**src/rtl/pmseq_pkg.sv**
```systemverilog
package pmseq_pkg;

    typedef enum logic [2:0] {
        PM_RESET   = 3'd0,
        PM_STANDBY = 3'd1,
        PM_STARTUP = 3'd2,
        PM_SOFT    = 3'd3,
        PM_NORMAL  = 3'd4
    } pm_state_e;

    localparam int unsigned PM_NUM_TIMERS = 2;
    localparam int unsigned PM_TMR_START  = 0;
    localparam int unsigned PM_TMR_SOFT   = 1;

endpackage

```
**src/rtl/pmseq_timer.sv**
```systemverilog
module pmseq_timer #(
    parameter int unsigned TICK_DIV = 100000,
    parameter int unsigned TICKS    = 10
) (
    input  logic clk,
    input  logic rst_n,
    input  logic run,
    output logic done
);
    localparam int unsigned PRE_W = (TICK_DIV > 1) ? $clog2(TICK_DIV) : 1;
    localparam int unsigned CNT_W = $clog2(TICKS + 1);
    localparam logic [PRE_W-1:0] PRE_LAST = PRE_W'(TICK_DIV - 1);
    localparam logic [CNT_W-1:0] CNT_END  = CNT_W'(TICKS);

    logic [PRE_W-1:0] pre_q;
    logic [CNT_W-1:0] cnt_q;

    always_ff @(posedge clk or negedge rst_n) begin
        if (!rst_n) begin
            pre_q <= '0;
            cnt_q <= '0;
        end else if (!run) begin
            pre_q <= '0;
            cnt_q <= '0;
        end else if (cnt_q != CNT_END) begin
            if (pre_q == PRE_LAST) begin
                pre_q <= '0;
                cnt_q <= cnt_q + 1'b1;
            end else begin
                pre_q <= pre_q + 1'b1;
            end
        end
    end

    assign done = (cnt_q == CNT_END);

endmodule

```
**src/rtl/pmseq_rise.sv**
```systemverilog
module pmseq_rise (
    input  logic clk,
    input  logic rst_n,
    input  logic din,
    output logic rise
);
    logic prev_q;

    always_ff @(posedge clk or negedge rst_n) begin
        if (!rst_n) prev_q <= 1'b0;
        else        prev_q <= din;
    end

    assign rise = din & ~prev_q;

endmodule

```
**src/rtl/pmseq_fsm.sv**
```systemverilog
module pmseq_fsm
    import pmseq_pkg::*;
(
    input  logic      clk,
    input  logic      rst_n,
    input  logic      por_flag,
    input  logic      stby_rel,
    input  logic      thsd_flag,
    input  logic      ref_ok,
    input  logic      boost_en,
    input  logic      boost_rise,
    input  logic      start_done,
    input  logic      soft_done,
    output pm_state_e state,
    output logic      start_run,
    output logic      soft_run,
    output logic      regs_clr,
    output logic      bias_en,
    output logic      boost_run,
    output logic      boost_soft,
    output logic      led_en
);
    pm_state_e state_q, state_d;

    always_ff @(posedge clk or negedge rst_n) begin
        if (!rst_n)        state_q <= PM_RESET;
        else if (por_flag) state_q <= PM_RESET;
        else               state_q <= state_d;
    end

    always_comb begin
        state_d = state_q;
        unique case (state_q)
            PM_RESET: state_d = PM_STANDBY;
            PM_STANDBY: begin
                if (stby_rel) state_d = PM_STARTUP;
            end
            PM_STARTUP: begin
                if (!stby_rel)                    state_d = PM_STANDBY;
                else if (start_done && !thsd_flag) state_d = boost_en ? PM_SOFT : PM_NORMAL;
            end
            PM_SOFT: begin
                if (!stby_rel)      state_d = PM_STANDBY;
                else if (thsd_flag) state_d = PM_STARTUP;
                else if (soft_done) state_d = PM_NORMAL;
            end
            PM_NORMAL: begin
                if (!stby_rel)       state_d = PM_STANDBY;
                else if (thsd_flag)  state_d = PM_STARTUP;
                else if (boost_rise) state_d = PM_SOFT;
            end
            default: state_d = PM_RESET;
        endcase
    end

    always_comb begin
        regs_clr   = 1'b0;
        bias_en    = 1'b0;
        boost_run  = 1'b0;
        boost_soft = 1'b0;
        led_en     = 1'b0;
        start_run  = 1'b0;
        soft_run   = 1'b0;
        unique case (state_q)
            PM_RESET:   regs_clr = 1'b1;
            PM_STANDBY: ;
            PM_STARTUP: begin
                bias_en   = 1'b1;
                start_run = ref_ok & ~thsd_flag;
            end
            PM_SOFT: begin
                bias_en    = 1'b1;
                boost_run  = 1'b1;
                boost_soft = 1'b1;
                soft_run   = 1'b1;
            end
            PM_NORMAL: begin
                bias_en   = 1'b1;
                boost_run = boost_en;
                led_en    = 1'b1;
            end
            default: regs_clr = 1'b1;
        endcase
    end

    assign state = state_q;

endmodule

```
**src/rtl/pmseq_top.sv**
```systemverilog
module pmseq_top
    import pmseq_pkg::*;
#(
    parameter int unsigned TICK_DIV      = 100000,
    parameter int unsigned STARTUP_TICKS = 10,
    parameter int unsigned SOFT_TICKS    = 20
) (
    input  logic       clk,
    input  logic       ext_rst_n,
    input  logic       por_flag,
    input  logic       thsd_flag,
    input  logic       ref_ok,
    input  logic       stby_rel,
    input  logic       boost_en,
    output logic       regs_clr,
    output logic       bias_en,
    output logic       boost_run,
    output logic       boost_soft,
    output logic       led_en,
    output logic [2:0] mode
);
    pm_state_e state;
    logic      boost_rise;
    logic [PM_NUM_TIMERS-1:0] tmr_run;
    logic [PM_NUM_TIMERS-1:0] tmr_done;

    pmseq_rise u_rise (
        .clk   (clk),
        .rst_n (ext_rst_n),
        .din   (boost_en),
        .rise  (boost_rise)
    );

    for (genvar g = 0; g < PM_NUM_TIMERS; g++) begin : g_tmr
        localparam int unsigned LEN = (g == PM_TMR_START) ? STARTUP_TICKS : SOFT_TICKS;
        pmseq_timer #(
            .TICK_DIV (TICK_DIV),
            .TICKS    (LEN)
        ) u_tmr (
            .clk   (clk),
            .rst_n (ext_rst_n),
            .run   (tmr_run[g]),
            .done  (tmr_done[g])
        );
    end

    pmseq_fsm u_fsm (
        .clk        (clk),
        .rst_n      (ext_rst_n),
        .por_flag   (por_flag),
        .stby_rel   (stby_rel),
        .thsd_flag  (thsd_flag),
        .ref_ok     (ref_ok),
        .boost_en   (boost_en),
        .boost_rise (boost_rise),
        .start_done (tmr_done[PM_TMR_START]),
        .soft_done  (tmr_done[PM_TMR_SOFT]),
        .state      (state),
        .start_run  (tmr_run[PM_TMR_START]),
        .soft_run   (tmr_run[PM_TMR_SOFT]),
        .regs_clr   (regs_clr),
        .bias_en    (bias_en),
        .boost_run  (boost_run),
        .boost_soft (boost_soft),
        .led_en     (led_en)
    );

    assign mode = state;

endmodule

```
**config.mk**
```make
export PLATFORM = sky130hd
export DESIGN_NAME = pmseq_top
export DESIGN_NICKNAME = d
export VERILOG_FILES = /design/src/rtl/pmseq_pkg.sv /design/src/rtl/pmseq_timer.sv /design/src/rtl/pmseq_rise.sv /design/src/rtl/pmseq_fsm.sv /design/src/rtl/pmseq_top.sv
export SDC_FILE = /design/constraint.sdc
export NUM_CORES = 1
export LEC_CHECK = 0
export ABC_CLOCK_PERIOD_IN_PS = 4150
export BUFFER_PORTS_ARGS = -buffer_cell sky130_fd_sc_hd__buf_2
export CAP_MARGIN = 30
export CORE_ASPECT_RATIO = 2
export CORE_MARGIN = 10
export CORE_UTILIZATION = 30
export DETAILED_ROUTE_END_ITERATION = 16
export PLACE_DENSITY_LB_ADDON = 0.2
export SLEW_MARGIN = 15
export SYNTH_ARGS = -nofsm -noshare
export SYNTH_HDL_FRONTEND = slang
export SYNTH_SLANG_ARGS = --single-unit
```
**constraint.sdc**
```tcl
create_clock -name clk -period 4.15 [get_ports clk]
set_clock_uncertainty 0.2 [all_clocks]
set_input_delay 0.6225 -clock clk [delete_from_list [all_inputs] [get_ports clk]]
set_output_delay 0.6225 -clock clk [all_outputs]
set_load 0.01 [all_outputs]
```
# Word level (Yosys, flattened, before mapping)
# Index checks and enable logic that the tools add are counted.
[totals] register_bits=47 latchBits=0 mem_bits_rw=0 romBits=0 inputBits=7 out_inout_bits=8 wordCells=70 n_memories=0
[classes] add_sub_neg=4 n_mul=0 div=0 n_lt_le_gt_ge=0 eq_ne=18 shifts=0 muxes=30 n_bitwise=4 n_reduce_logical=8
[ops] op="$mux W17" count=6
[ops] op="$add A17 B1 Y17 const B" count=2
[ops] op="$eq A17 B17 Y1 const B" count=2
[ops] op="$mux W3" count=11
[ops] op="$mux W5" count=3
[ops] op="$ne A5 B5 Y1 const B" count=3
[ops] op="$pmux W3 S5" count=1
[ops] op="$mux W4" count=3
[ops] op="$ne A2 B2 Y1 const B" count=4
[ops] op="$eq A3 B2 Y1 const B" count=2
[ops] op="$add A5 B1 Y5 const B" count=1
[ops] op="$eq A5 B5 Y1 const B" count=1
[ops] op="$mux W1" count=5
[ops] op="$add A4 B1 Y4 const B" count=1
[ops] op="$eq A4 B4 Y1 const B" count=1
[ops] op="$ne A4 B3 Y1 const B" count=1
[ops] op="$ne A4 B4 Y1 const B" count=1
[ops] op="$reduce_and A2 Y1" count=2
[ops] op="$reduce_and A4 Y1" count=1
[ops] op="$reduce_or A4 Y1" count=1
[ops] op="$eq A3 B1 Y1 const B" count=1
[ops] op="$eq A3 B3 Y1 const B" count=1
[ops] op="$logic_not A3 Y1" count=1
[ops] op="$ne A3 B3 Y1 const B" count=1
[ops] op="other kinds (6)" count=8

# Longest topological paths before layout
[depth] ltp_word=7 mapped_depth=8 mapped_depth_nobuf=7

# By module
# A second synthesis with hierarchy kept.
[hier_totals] cells_unflattened=310 hier_area_um2=2862.7
[modules_own_cells] mod="pmseq_timer at g_tmr[1].u_tmr" instances=1 cells_per_inst=137 area_per_inst_um2=1249.9 seq_area_each_um2=550.5
[modules_own_cells] mod="pmseq_timer at g_tmr[0].u_tmr" instances=1 cells_per_inst=126 area_per_inst_um2=1212.4 seq_area_each_um2=525.5
[modules_own_cells] mod="pmseq_fsm" instances=1 cells_per_inst=45 area_per_inst_um2=361.6 seq_area_each_um2=75.1
[modules_own_cells] mod="pmseq_rise" instances=1 cells_per_inst=2 area_per_inst_um2=38.8 seq_area_each_um2=25.0

# Least setup slack after synthesis
# No wires, ideal clock.
[synth_timing] path_type="flip-flop to flip-flop" startpoint="reg u_fsm.state_q[0], in the netlist u_fsm.state[0]" endpoint="reg u_fsm.state_q[0], in the netlist u_fsm.state[0]" arrival_time_ps=2005 required_time_ps=3825 path_slack_ps=1820 path_stages_with_launch=7 path_buffers=1 period_less_slack_ps=2330 path_cell_list="dfrtp_1 -> buf_2 -> nor3b_1 -> o21a_1 -> a21oi_1 -> o31ai_1 -> mux2_2"
[synth_via] elab_chain_len=3 elab_cells_between_ends=12 classes_between="8 x eq/ne; 2 x mux; 2 x reduce/logical"
[synth_lines] element="from (decl)" line="pmseq_fsm.sv:23" text="pm_state_e state_q, state_d;"
[synth_lines] element="from (signal assigned)" line="pmseq_fsm.sv:28" text="else state_q <= state_d;"
[synth_lines] element="$eq A3 B2 Y1 (tied with other cells)" line="pmseq_fsm.sv:33" text="unique case (state_q)"
[synth_lines] element="$ne A5 B5 Y1 (no line) (tied with other cells)"
[synth_lines] element="$reduce_and A4 Y1 (no line) or $mux W3 (tied branches)"
# Parallel ways exist; a longest one is shown, timed or not.
# A chain may end at the register's enable or synchronous reset.

# Worst setup path in the final report
[layout_timing] startpoint="reg u_fsm.state_q[2], in the netlist u_fsm.state[2]" endpoint="reg u_fsm.state_q[0], in the netlist u_fsm.state[0]"
# Same word-level chain as after synthesis.

==> flow_summary.json <==
{
  "status": "finished, final reports clean",
  "synth_top_family_by_area": "simple AND/OR/NAND/NOR gates",
  "critical_path_class": "register to register",
  "cts_buffers": 5,
  "period_needed_ns": 2.64,
  "netlist.area_leader.share_pct": 42.5,
  "place_ws_ns": 1.52,
  "ys_async_sr_fraction_pct": 100,
  "crit_path_end_kind": "register",
  "cp.arrival_ns": 2.61,
  "antenna_found_initial": 0,
  "syn-num-nets": 320,
  "synth_compound_area_share_pct": 13.5,
  "synthAdderAreaFrac_pct": 2.71,
  "cp-start-kind": "register",
  "first_global_vias": 2406,
  "grt_max_degree": 34,
  "gp_congestion": 0.839,
  "drc": 0,
  "rows": 49,
  "gr-usage-all-layers_pct": 10.8,
  "dieArea_um2": 13700,
  "irDropWorstVdd_mv": 0.200,
  "tns_ns": 0,
  "grt_pass1_wl_um": 11800,
  "synth_edf_count": 0,
  "dpl_cell_area_um2": 2910,
  "post_drt_wl_per_cell_um": 16.9,
  "power_density_nw_per_um2": 336,
  "ys_warn_count": 0,
  "required_ns": 4.12,
  "maxSlewHeadroom_pct": 56.3,
  "synth-main-ff-cell": "dfrtp_1",
  "dpl.hpwl_um": 5320,
  "clock_sinks": 47,
  "rsz0062_at_grt": "false",
  "path_cells": "nand3b_1 > inv_1 > a21oi_1 > o31ai_1 > mux2_2",
  "dr_total_vias": 2316,
  "post_cts_buffers": 0,
  "clock_latency_ns": 0.29,
  "cts-root-buf": "clkbuf_16",
  "h-tree-depth": 2,
  "max_stage_delay_ns": 0.55,
  "initial_core_util_pct": 30.7,
  "pin_count": 15,
  "die_h_um": 156,
  "synth_cell_types": 52,
  "seq_area_frac_synth_pct": 42.5,
  "firstDrtPassIters": 5,
  "syn_area_um2": 2770,
  "setup_viol": 0,
  "cp_max_fo": 15,
  "routed_via_density": 5.51,
  "cts_resized": 0,
  "synthToLayoutAreaGrowth_pct": 10.5,
  "p_leak_nw": 1.22,
  "diodes": 0,
  "crit_slowest_cell": "nand3b_1",
  "coreArea_um2": 9010,
  "hold_path.class": "input port to asynchronous set/reset pin",
  "tightest_slew_ns": 0.652,
  "crit_buf_inv": 1,
  "fillers": 942,
  "slew_viol_final": 0,
  "max_freq_mhz": 379,
  "drive_above_1_share_pct": 10.4,
  "cts_tree": "built",
  "cts_hold_buf": 0,
  "hold_viol": 0,
  "worst_slack_ns": 1.51,
  "cts.path.max_buffers": 2,
  "syn-instance-count": 307,
  "path_clk_slew_ns": 0.07,
  "min_period_over_period_pct": 63.5,
  "overflow": 0,
  "critPathTopFamily": "compound AO/OA/AOI/OAI gates",
  "yosys-top-cells-area": "dfrtp_1, nor2_1, xor2_1",
  "die_x_um": 87.9,
  "ys_ff_latch": 47,
  "postRouteWirelength_um": 7080,
  "ant_nets": 0,
  "layout_common_cells": "dfrtp_1, nor2_1, nand2_1",
  "synth_xor_area_share_pct": 5.70,
  "fin_nets": 330,
  "drt_iter0_drc": 103,
  "port_buffers": 14,
  "yosys.area.top_type": "dfrtp_1",
  "mostFrequentLayoutCell": "dfrtp_1",
  "synth_area_per_cell_um2": 9.01,
  "synth_mux_area_share_pct": 2.26,
  "drv_cap": 0,
  "yosys.area_share.simple_pct": 29.4,
  "final_cell_area_um2": 3050
}
-- path summary, 6_finish.rpt --
check,startpoint,end,slack (ns),cells after the start
worst min register to register,g_tmr[0].u_tmr.pre_q[1]$_DFFE_PN0P_,g_tmr[0].u_tmr.pre_q[1]$_DFFE_PN0P_,0.32,2
worst max register to register,u_fsm.state[2]$_DFFE_PN0P_,u_fsm.state[0]$_DFFE_PN0P_,1.51,5
worst min-delay path,ext_rst_n,g_tmr[1].u_tmr.pre_q[16]$_DFFE_PN0P_,0.04,1
worst max-delay path,u_fsm.state[2]$_DFFE_PN0P_,u_fsm.state[0]$_DFFE_PN0P_,1.51,5
min in group clk,boost_en,u_rise.prev_q$_DFF_PN0_,0.32,1
max in group asynchronous,ext_rst_n,g_tmr[0].u_tmr.cnt_q[0]$_DFFE_PN0P_,2.95,2
-- synthesized netlist by cell type (all sizes together) (2+ instances only) --
master  number
xor2        14
buf          6
a22oi        2
mux2i        4
or4          2
nand2       32
o21ai        5
inv         12
o211ai       7
a31oi        6
nand3b       2
o31ai        8
nor4         5
nor3        10
a21oi       12
nand2b       2
o21a         3
xnor2        4
ha           6
dfrtp       47
nand3       21
or3          6
nand4       11
nor2        38
mux2         2
nor4bb       3
a21o         2
and4         5
and3         4
o2111a       2
and2         3
clkbuf       7
-- cell families after synthesis --
logic type | count (synthesis)
simple gates | 152
compound gates | 53
flops | 47
buf+inv | 25
xor+xnor | 18
mux | 6
fa+ha+maj | 6
-- cell type report --
type	count	area, µm²	area share [%]
Clock buffer	5	125	4.10
Clock inverter	3	15.0	0.492
Inverter	12	45.0	1.47
Multi-Input combinational cell	235	1480	48.5
Sequential cell	47	1180	38.5
Tap cell	102	128	4.18
Timing Repair Buffer	16	85.1	2.79
-- state kept, by name (all words and copies together), names as in the netlist --
register	count
g_tmr.u_tmr.pre_q	34
g_tmr.u_tmr.cnt_q	9
u_rise.prev_q	1
u_fsm.state	3
-- where the power goes --
| group | switching [mW] | internal, mW | total, mW |
|---|---|---|---|
| Sequential | 0.0206 | 0.467 | 0.488 |
| Combinational | 0.0892 | 0.0556 | 0.145 |
| Clock | 0.174 | 0.220 | 0.395 |
| Total | 0.284 | 0.743 | 1.03 |
-- metrics by stage --
step                      hold slack [ns]  util, %  std cells  total power [mW]
after floorplan                     0.127        -        307             0.588
after global placement              0.292     32.3        412             0.643
after detailed placement            0.308     32.3        412             0.646
after CTS                          0.0478     33.9        420              1.05
after global routing               0.0571     33.9        420              1.08
final                              0.0350     33.9        420              1.03
-- per-layer routing --
layer	wire length [µm]	track usage (%)	up-vias
met2	4060	20.4	50
met4	181	4.96	0
li1	-	-	1126
met5	0	0	-
met3	206	1.94	15
met1	2640	10.8	1125
Note: power is estimated with default switching activity, not from simulation.
